[src/rtl/eqt_pkg.sv]
package eqt_pkg;

  // Ceiling used to keep power computations inside 64 bits.
  localparam longint SAT = 64'sd1 << 40;

  function automatic longint pow_sat(input int base, input int e);
    longint p;
    p = 1;
    for (int i = 0; i < e; i++) begin
      if (p >= SAT / base) p = SAT;
      else p = p * base;
    end
    return p;
  endfunction

  // Table levels needed per stage when the whole tree is spread over
  // 'depth' stages: smallest n with lut^(n*depth) >= leaf-adjusted work.
  function automatic int lvl_per_stage(input int depth, input int width, input int lut);
    longint work;
    longint step;
    longint reach;
    int     n;
    work  = (longint'(width) * 2 * lut) / (lut - (lut % 2));
    step  = pow_sat(lut, depth);
    reach = 1;
    n     = 0;
    while (reach < work) begin
      if (reach >= SAT / step) reach = SAT;
      else reach = reach * step;
      n++;
    end
    return n;
  endfunction

  // Bits handed to each child of a stage; equal to width when the stage
  // only registers (leaf, or deferring the work costs nothing).
  function automatic int child_span(input int depth, input int width, input int lut);
    int     n;
    int     k;
    longint mw;
    if (depth <= 1) return width;
    n = lvl_per_stage(depth, width, lut);
    if (n == lvl_per_stage(depth - 1, width, lut)) return width;
    k  = n * (depth - 1);
    mw = (pow_sat(lut, k) - longint'(lut % 2) * pow_sat(lut, k - 1)) / 2;
    if (mw < 1) mw = 1;
    if (mw > longint'(width)) mw = longint'(width);
    return int'(mw);
  endfunction

  function automatic int child_count(input int depth, input int width, input int lut);
    int s;
    s = child_span(depth, width, lut);
    return (width + s - 1) / s;
  endfunction

endpackage

[src/rtl/eqt_leaf.sv]
module eqt_leaf #(
  parameter int W = 8,
  parameter int L = 6
) (
  input  logic [W-1:0] a,
  input  logic [W-1:0] b,
  output logic         eq
);
  localparam int PAIRS  = (L / 2 < 1) ? 1 : L / 2;
  localparam int GROUPS = (W + PAIRS - 1) / PAIRS;

  logic [GROUPS-1:0] grp_eq;

  for (genvar g = 0; g < GROUPS; g++) begin : g_grp
    localparam int LO = g * PAIRS;
    localparam int HI = ((LO + PAIRS) < W) ? (LO + PAIRS - 1) : (W - 1);
    assign grp_eq[g] = (a[HI:LO] == b[HI:LO]);
  end

  assign eq = &grp_eq;
endmodule

[src/rtl/eqt_node.sv]
module eqt_node #(
  parameter int W = 8,
  parameter int D = 1,
  parameter int L = 6
) (
  input  logic         clk,
  input  logic         en,
  input  logic [W-1:0] a,
  input  logic [W-1:0] b,
  output logic         eq
);
  logic eq_q;
  logic eq_d;

  if (D <= 1) begin : g_leaf
    eqt_leaf #(.W(W), .L(L)) u_leaf (.a(a), .b(b), .eq(eq_d));
  end else begin : g_split
    localparam int SPAN = eqt_pkg::child_span(D, W, L);
    localparam int KIDS = eqt_pkg::child_count(D, W, L);
    logic [KIDS-1:0] kid_eq;

    for (genvar k = 0; k < KIDS; k++) begin : g_kid
      localparam int LO = k * SPAN;
      localparam int CW = ((W - LO) < SPAN) ? (W - LO) : SPAN;
      eqt_node #(.W(CW), .D(D - 1), .L(L)) u_kid (
        .clk (clk),
        .en  (en),
        .a   (a[LO+CW-1:LO]),
        .b   (b[LO+CW-1:LO]),
        .eq  (kid_eq[k])
      );
    end

    assign eq_d = &kid_eq;
  end

  always_ff @(posedge clk) begin
    if (en) eq_q <= eq_d;
  end

  assign eq = eq_q;
endmodule

[src/rtl/eqt_valid_pipe.sv]
module eqt_valid_pipe #(
  parameter int D = 3
) (
  input  logic clk,
  input  logic rst,
  input  logic en,
  input  logic vin,
  output logic vout
);
  logic [D-1:0] stg;

  always_ff @(posedge clk) begin
    if (rst) begin
      stg <= '0;
    end else if (en) begin
      stg[0] <= vin;
      for (int i = 1; i < D; i++) stg[i] <= stg[i-1];
    end
  end

  assign vout = stg[D-1];
endmodule

[src/rtl/eq_tree_cmp.sv]
module eq_tree_cmp #(
  parameter int WIDTH   = 64,
  parameter int DEPTH   = 3,
  parameter int LUTSIZE = 6
) (
  input  logic             clk,
  input  logic             rst,
  input  logic             in_valid,
  output logic             in_ready,
  input  logic [WIDTH-1:0] in_a,
  input  logic [WIDTH-1:0] in_b,
  output logic             out_valid,
  input  logic             out_ready,
  output logic             out_equal
);
  logic advance;

  assign advance  = out_ready | ~out_valid;
  assign in_ready = advance;

  eqt_node #(.W(WIDTH), .D(DEPTH), .L(LUTSIZE)) u_root (
    .clk (clk),
    .en  (advance),
    .a   (in_a),
    .b   (in_b),
    .eq  (out_equal)
  );

  eqt_valid_pipe #(.D(DEPTH)) u_vld (
    .clk  (clk),
    .rst  (rst),
    .en   (advance),
    .vin  (in_valid),
    .vout (out_valid)
  );
endmodule

[config.mk]
export PLATFORM = sky130hd
export DESIGN_NAME = eq_tree_cmp
export DESIGN_NICKNAME = d
export VERILOG_FILES = /design/src/rtl/eqt_pkg.sv /design/src/rtl/eqt_leaf.sv /design/src/rtl/eqt_node.sv /design/src/rtl/eqt_valid_pipe.sv /design/src/rtl/eq_tree_cmp.sv
export SDC_FILE = /design/constraint.sdc
export NUM_CORES = 1
export LEC_CHECK = 0
export ABC_AREA = 1
export BUFFER_PORTS_ARGS = -buffer_cell sky130_fd_sc_hd__buf_2
export CORE_MARGIN = 5
export CORE_UTILIZATION = 46
export CTS_BUF_LIST = sky130_fd_sc_hd__clkbuf_8
export CTS_CLUSTER_DIAMETER = 40
export DETAILED_ROUTE_END_ITERATION = 10
export HOLD_SLACK_MARGIN = 0.03
export PLACE_DENSITY = 0.89
export SLEW_MARGIN = 10
export SYNTH_ARGS = -nofsm -noshare
export SYNTH_HDL_FRONTEND = slang
export SYNTH_SLANG_ARGS = --single-unit
[constraint.sdc]
create_clock -name clk -period 2 [get_ports clk]
set_clock_uncertainty 0.1 [all_clocks]
set_input_delay 0.1 -clock clk [delete_from_list [all_inputs] [get_ports clk]]
set_output_delay 0.1 -clock clk [all_outputs]
set_load 0.1 [all_outputs]
# After elaboration in Yosys (flattened, before gate mapping)
# Index checks and enable logic that the tools add are counted.
[totals]
regBits = 30
in_bits = 132
out_inout_bits = 3
elab_cells = 57
[op_classes]
n_eq_ne = 22
bitwise_logic = 2
reduce_logical = 5
[ops]
columns = ["op", "n"]
rows = [
  ["3-bit == test", 21],
  ["6-bit AND reduction", 3],
  ["4-bit AND reduction", 2],
  ["1-bit == test", 1],
  ["1-bit inverter", 1],
  ["1-bit OR", 1],
]

# Logic depth before layout (Yosys ltp)
# Gate-level depths: netlist of the first run.
[logic_depth]
word_depth = 2
mapped_depth = 5
mapped_depth_nobuf = 5

# Hierarchy
# Synthesis of the first run repeated with hierarchy kept, for this count alone.
[hier_totals]
cells_unflattened = 353
hier_area_um2 = 2248.4
[by_module_without_submodules]
columns = ["mod", "n_inst", "cells_per_inst", "area_per_inst_um2", "seq_area_each_um2"]
rows = [
  ["eqt_leaf (u_root.g_split.g_kid[0].u_kid.g_split.g_kid[0].u_kid.g_leaf.u_leaf ...)", 21, 13, 56.3, 0.0],
  ["eqt_node (u_root.g_split.g_kid[0].u_kid.g_split.g_kid[0].u_kid ...)", 22, 1, 30.0, 30.0],
  ["eqt_node (u_root.g_split.g_kid[0].u_kid ...)", 3, 8, 58.8, 30.0],
  ["eqt_valid_pipe", 1, 19, 120.1, 60.1],
  ["eqt_node (u_root ...)", 2, 4, 41.3, 30.0],
  ["eqt_leaf (u_root.g_split.g_kid[3].u_kid.g_split.g_kid[3].u_kid.g_leaf.u_leaf)", 1, 5, 18.8, 0.0],
  ["eq_tree_cmp", 1, 2, 7.5, 0.0],
]

# Worst setup path before layout of the first run
# OpenSTA, ideal clock, no wires.
[synth_path]
kind = "register to register"
startpoint = "register u_vld.stg[2]"
endpoint = "register u_vld.stg[0]"
setup_ps = 123
arrival_ps = 2216
required_ps = 1777
slack_ps = -438
path_stages_with_launch = 4
path_buffers = 0
period_less_slack_ps = 2438
cell_sequence = "dfxtp_1 -> nand2_2 -> o21ai_0 -> nor2_1"
[synth_between]
elab_chain_cells = 2
[synth_lines]
columns = ["element", "line", "text"]
rows = [
  ["start: declaration", "eqt_valid_pipe.sv:10", "logic [D-1:0] stg;"],
  ["start signal: assignment", "eqt_valid_pipe.sv:14", "stg <= '0;"],
  ["1-bit inverter", "eq_tree_cmp.sv:18", "assign advance = out_ready | ~out_valid;"],
  ["1-bit OR", "eq_tree_cmp.sv:18", ""],
  ["net in_ready", "eq_tree_cmp.sv:9", "output logic in_ready,"],
]
# The timed path passes the listed nets, and every way through them passes these cells.
# A chain may end at the register's enable or synchronous reset.

# Final worst setup path of the first run
[layout_path]
startpoint = "register u_vld.stg[2]"
endpoint = "output port in_ready"
[layout_between]
elab_chain_cells = 2
[layout_lines]
columns = ["element", "line"]
rows = [
  ["1-bit inverter", "eq_tree_cmp.sv:18"],
  ["1-bit OR", "eq_tree_cmp.sv:18"],
  ["end: declaration", "eq_tree_cmp.sv:9"],
]
# Every way passes these cells.

==> results.cfg, run 1 <==
[outcome]
status = finished, final reports clean

[setup_path]
critical_path_class = reg -> out
crit_required_ns = 1.80
critPathArrivalTime_ns = 1.40
worst_r2r_path_depth = 3
max_stage_delay_ns = 0.51
r2r-end = u_vld.stg[1]
rrSetupSlack_ns = 0.88
crit_family = buffers and inverters
crit_start = u_vld.stg[2]
crit_buf_inv = 1
timing.rr.start = u_vld.stg[2]
cp.depth = 2
cp_max_fo = 31
worstSetupStartpointType = flop
crit_end = in_ready
crit_chain = nand2_4 > buf_2
end_kind = output port
cp_slowest_cell = buf_2

[cts]
cts.clk_slew.worst_paths_ns = 0.06
cts_buffer_depth = 2
htreeDepth = 2
clkSinkCount = 30
cts_tree = built
clock-root-buffer = clkbuf_8
numCtsBuffers = 5
insertion_delay_ns = 0.26
cts_setup_buffers = 0

[synthesis]
synth_top_area_cell = edfxtp_1
ys_seq_area_frac = 0.455
ys_types = 11
syn_area_mm2 = 0.00191
yosysTopAreaCellShare = 0.424
synth_area_per_cell_um2 = 7.75
synth_nets = 379
yosys-top-cells-area = edfxtp_1 (42%), nand2_1 (18%), xnor2_1 (10%)
synth_seq_cells = 30
synthCells = 247
synth-warning-count = 0

[global_routing]
grt_use_met3 = 0.0257
grtUsageMet2 = 0.316
grt_remaining_overflow = 0
grt_max_degree = 32
grt_pass1_vias = 1907
grt_antenna_before_repair = 0
grt_util_met1 = 0.149
grt_pass1_wl_um = 6760
grt.busiest_layer = met2
grtUsageTotal = 0.153

[power_and_ir_drop]
leakagePower_nw = 1.61
power_density_mw_per_mm2 = 557
irDropWorstVdd_uv = 313
total_power_mw = 1.54

[layout]
num-fill-cells = 350
multiInputGateArea_um2 = 878
seq_area_um2 = 872
area_growth_pct = 44.5
num-nets-final = 522
antennaDiodeCount = 0
drive_gt1_frac = 0.368
final_util = 0.686

[placement]
dp_hpwl_um = 3810
io_buffers = 134
gp_congestion = 0.711

[sta]
tightest_slew_ns = 0.486
period_minus_slack_ns = 1.60
slew_headroom = 0.678
slew_viol_final = 0
rsz0062_at_grt = false
clock.fmax_ghz = 0.627
timing.final.crit_share = 0.798
finalHoldViolCount = 0
setup_violations = 0
finalSetupTns_ns = 0

[floorplan]
die_y_um = 74.5
coreArea_mm2 = 0.00403
die_area_mm2 = 0.00555
io_pins = 135
initial_core_util = 0.475
rows = 23
die_w_um = 74.5

[job]
cap_violations = 0

[routing]
post-route-drc-count = 0
drt_pass1_iterations = 4
wl_per_cell_um = 9.60
post_drt_via_cell_ratio = 4.30
drt_iter0_markers = 39
antenna_left = 0
via_count = 1895
wirelength_um = 4230

[worst_hold_path]
hp-class = in -> reg
layout by cell type (no fill, tap or decap):
| cell type | Yosys | final |
|---|---|---|
| buf_2 | 0 | 134 |
| nand2_1 | 91 | 91 |
| inv_1 | 44 | 45 |
| nor2_1 | 32 | 32 |
| edfxtp_1 | 27 | 27 |
| xnor2_1 | 22 | 22 |
| xor2_1 | 21 | 21 |
| clkbuf_8 | 0 | 6 |
| nand4_1 | 3 | 3 |
| o21ai_0 | 2 | 2 |
| dlygate4sd3_1 | 0 | 2 |
| dfxtp_1 | 3 | 2 |
| nand2_4 | 0 | 1 |
| inv_2 | 1 | 1 |
| clkinv_2 | 0 | 1 |
| dfxtp_2 | 0 | 1 |
worst reg2reg max path, cell delays in order, from the launching register on:
cell and delay (ns):
dfxtp_2 0.34, nand2_4 0.22, o21ai_0 0.28, nor2_1 0.07
cells by family after synthesis:
family                 count (synthesis)  share of synthesized area
buffers and inverters                 45                     0.0883
XOR/XNOR                              43                      0.197
AO/OA/AOI/OAI                          2                    0.00523
flip-flops                            30                      0.455
AND/OR/NAND/NOR                      127                      0.254
sequential cells by signal, indices dropped and copies added (netlist names):
signal and count:
u_root.eq 1, u_root.g_split.g_kid.u_kid.eq 4, u_root.g_split.g_kid.u_kid.g_split.g_kid.u_kid.eq 22, u_vld.stg 3
cell type report:
| class | count | share of cell area |
|---|---|---|
| Clock inverter | 2 | 0.00317 |
| Timing Repair Buffer | 136 | 0.250 |
| Tap cell | 50 | 0.0226 |
| Inverter | 45 | 0.0611 |
| Sequential cell | 30 | 0.316 |
| Multi-Input combinational cell | 172 | 0.318 |
| Clock buffer | 6 | 0.0299 |
cell usage after synthesis, drive strengths merged:
master,number
nand2,92
xnor2,22
dfxtp,3
inv,45
o21ai,2
nand4,3
xor2,21
edfxtp,27
nor2,32
worst min path at each step:
stage	start	to	slack (ns)	cells after the start
after floorplan	rst	u_vld.stg[2]	0.06	1
after global placement	rst	u_vld.stg[2]	0.17	2
after detailed placement	rst	u_vld.stg[2]	0.18	2
after CTS	in_a[63]	flop	0.06	2
after global routing	in_a[63]	flop	0.05	2
final	in_a[63]	flop	0.06	2
timing repair:
item | in CTS | in global routing
endpoints found under the setup margin | 0 | 0
hold endpoints to repair | 2 | 0
hold buffers | 2 | 0
gates resized for setup | 0 | 0
routing by layer:
layer	part of all wire	vias up
met5	0	-
met4	0.010	0
met2	0.58	73
met1	0.33	795
met3	0.084	4
li1	-	1023
power breakdown:
group / leakage [nW] / switching (mW) / internal (mW)
clock: 0.0524 / 0.187 / 0.271
sequential: 0.345 / 0.0129 / 0.733
combinational: 1.21 / 0.156 / 0.177
stage by stage:
step / worst slack [ns] / area [um^2] / hold slack, ns / cells
after floorplan: 0.336 / 1920 / 0.0650 / 247
after global placement: 0.681 / 2650 / 0.166 / 431
after detailed placement: 0.664 / 2650 / 0.176 / 431
after CTS: 0.382 / 2760 / 0.0588 / 441
after global routing: 0.324 / 2760 / 0.0534 / 441
final: 0.405 / 2760 / 0.0571 / 441
(Power assumes the default switching activity.)
==> inputs of run 2 (changes only) <==
ABC_AREA = 0   (was 1)
CORE_UTILIZATION = 36   (was 46)
PLACE_DENSITY = 0.78   (was 0.89)
clock period = 1.4 ns   (was 2 ns; I/O delays follow)
==> results.cfg, run 2 <==
[outcome]
status = finished, final reports clean

[placement]
placed_area_mm2 = 0.00240
dp_hpwl_um = 3390
dpl.cell_count = 319
io_buffers = 134
gp_congestion = 0.703

[setup_path]
worstSetupStartpointType = flop
end_kind = output port
crit_required_ns = 1.23
cp.depth = 1
crit_buf_inv = 1
critPathArrivalTime_ns = 1.07
cp_max_fo = 3
worst_r2r_path_depth = 1
crit_chain = buf_2
critical_path_class = reg -> out
rrSetupSlack_ns = 0.32
timing.rr.start = u_vld.stg[2]
crit_start = u_vld.stg[2]
crit_end = out_valid
crit_family = buffers and inverters
max_stage_delay_ns = 0.43
cp_slowest_cell = buf_2

[synthesis]
synth_seq_cells = 30
ys_seq_area_frac = 0.529
synthCells = 133
synthTopCellsByCount = xor2_1 (63), edfxtp_1 (27), nor3_1 (21), nor2_1 (5)
synth.most_common_cell = xor2_1
ys.flop_type = edfxtp_1
synth-warning-count = 0
synth_nets = 265
yosysTopAreaCellShare = 0.493
syn_area_mm2 = 0.00165
synth-edff-count = 27
synth_top_area_cell = edfxtp_1
synthArstFlopShare = 0
ys_types = 13
synth_area_per_cell_um2 = 12.4
yosys-top-cells-area = edfxtp_1 (49%), xor2_1 (34%), nor3_1 (6.4%)

[floorplan]
die_w_um = 77.6
die_y_um = 77.6
coreArea_mm2 = 0.00438
io_pins = 135
rows = 24
initial_core_util = 0.375
die_area_mm2 = 0.00602

[layout]
num-nets-final = 411
antennaDiodeCount = 0
final_common_cell = buf_2
final_cells = 332
largest_reg_flops = 22
stdcell_area_mm2 = 0.00253
final_cell_mix = buf_2 (133), xor2_1 (63), edfxtp_1 (27)
drive_gt1_frac = 0.507
num-fill-cells = 386
area_growth_pct = 53.7

[sta]
period_minus_slack_ns = 1.24
whs_ns = 0.0825
tightest_slew_ns = 0.490
clock.fmax_ghz = 0.805
rsz0062_at_grt = false
finalHoldViolCount = 0
timing.final.crit_share = 0.888
slew_viol_final = 0
slew_headroom = 0.675
finalSetupTns_ns = 0
setup_violations = 0

[power_and_ir_drop]
leakagePower_nw = 1.28
total_power_mw = 2.10
irDropWorstVdd_uv = 559
power_density_mw_per_mm2 = 831

[routing]
wirelength_um = 4020
wl_per_cell_um = 12.1
post_drt_via_cell_ratio = 4.41
drt_iter0_markers = 75
drt_pass1_iterations = 4
via_count = 1463
post-route-drc-count = 0
antenna_left = 0

[worst_hold_path]
hp-class = in -> reg

[global_routing]
grt_remaining_overflow = 0
grt_antenna_before_repair = 0
grt_pass1_wl_um = 6180
grt_pass1_vias = 1592
grtUsageTotal = 0.127
grt_max_degree = 32

[cts]
cts_tree = built
cts.clk_slew.worst_paths_ns = 0.06
clock-root-buffer = clkbuf_8
htreeDepth = 2
numCtsBuffers = 5
insertion_delay_ns = 0.27
clkSinkCount = 30
cts_buffer_depth = 2

[job]
cap_violations = 0
-- run 2: worst min-delay path by stage --
stage	slack (ns)	startpoint	cells past startpoint	to
final	0.08	in_a[55]	3	flop
after global routing	0.1	in_a[49]	3	flop
after CTS	0.08	in_a[55]	3	flop
after detailed placement	0.17	rst	2	u_vld.stg[2]
after global placement	0.16	rst	2	u_vld.stg[2]
after floorplan	0.03	rst	1	u_vld.stg[2]
-- run 2: metal layers --
metal | up-vias | global-route usage | share of wire
met5 | - | 0 | 0
met4 | 0 | 0.0584 | 0.019
met3 | 7 | 0.0370 | 0.091
met2 | 73 | 0.242 | 0.56
met1 | 629 | 0.123 | 0.33
li1 | 754 | - | -
-- run 2: through the flow --
stage,util,worst slack [ns]
global placement,0.547,0.250
detailed placement,0.547,0.218
CTS,0.575,0.0168
global route,0.577,0.104
floorplan,-,-0.0470
finish,0.577,0.157
-- run 2: what timing repair did --
| item | 4_1_cts | 5_1_grt |
|---|---|---|
| gates resized for setup | 0 | 0 |
| hold buffers | 4 | 0 |
| setup endpoints to repair | 0 | 1 |
| endpoints found under the hold margin | 4 | 0 |
| buffers inserted | 0 | 0 |
-- run 2: final cells by class --
cell class	count	area, um^2	area share
Clock inverter	3	11.3	0.00445
Multi-Input combinational cell	103	779	0.308
Clock buffer	5	68.8	0.0272
Timing Repair Buffer	138	726	0.287
Tap cell	52	65.1	0.0257
Inverter	1	3.75	0.00148
Sequential cell	30	875	0.346
-- run 2: kinds of logic (layout without fill, tap and decap cells) --
kind of cell | Yosys count | count (layout) | synth area share
xor gates and xnor gates | 64 | 64 | 0.341
and+or+nand+nor | 35 | 36 | 0.113
DFF | 30 | 30 | 0.529
muxes | 2 | 2 | 0.0122
AOI/OAI and AO/OA | 1 | 1 | 0.00304
buffers and inverters | 1 | 147 | 0.00228
-- run 2: where the power goes --
part / leakage [nW] / switching [mW] / internal [mW] / total [mW]
clock network: 0.0519 / 0.288 / 0.330 / 0.618
registers: 0.345 / 0.0215 / 1.05 / 1.07
logic: 0.888 / 0.174 / 0.236 / 0.410
total: 1.28 / 0.484 / 1.62 / 2.10
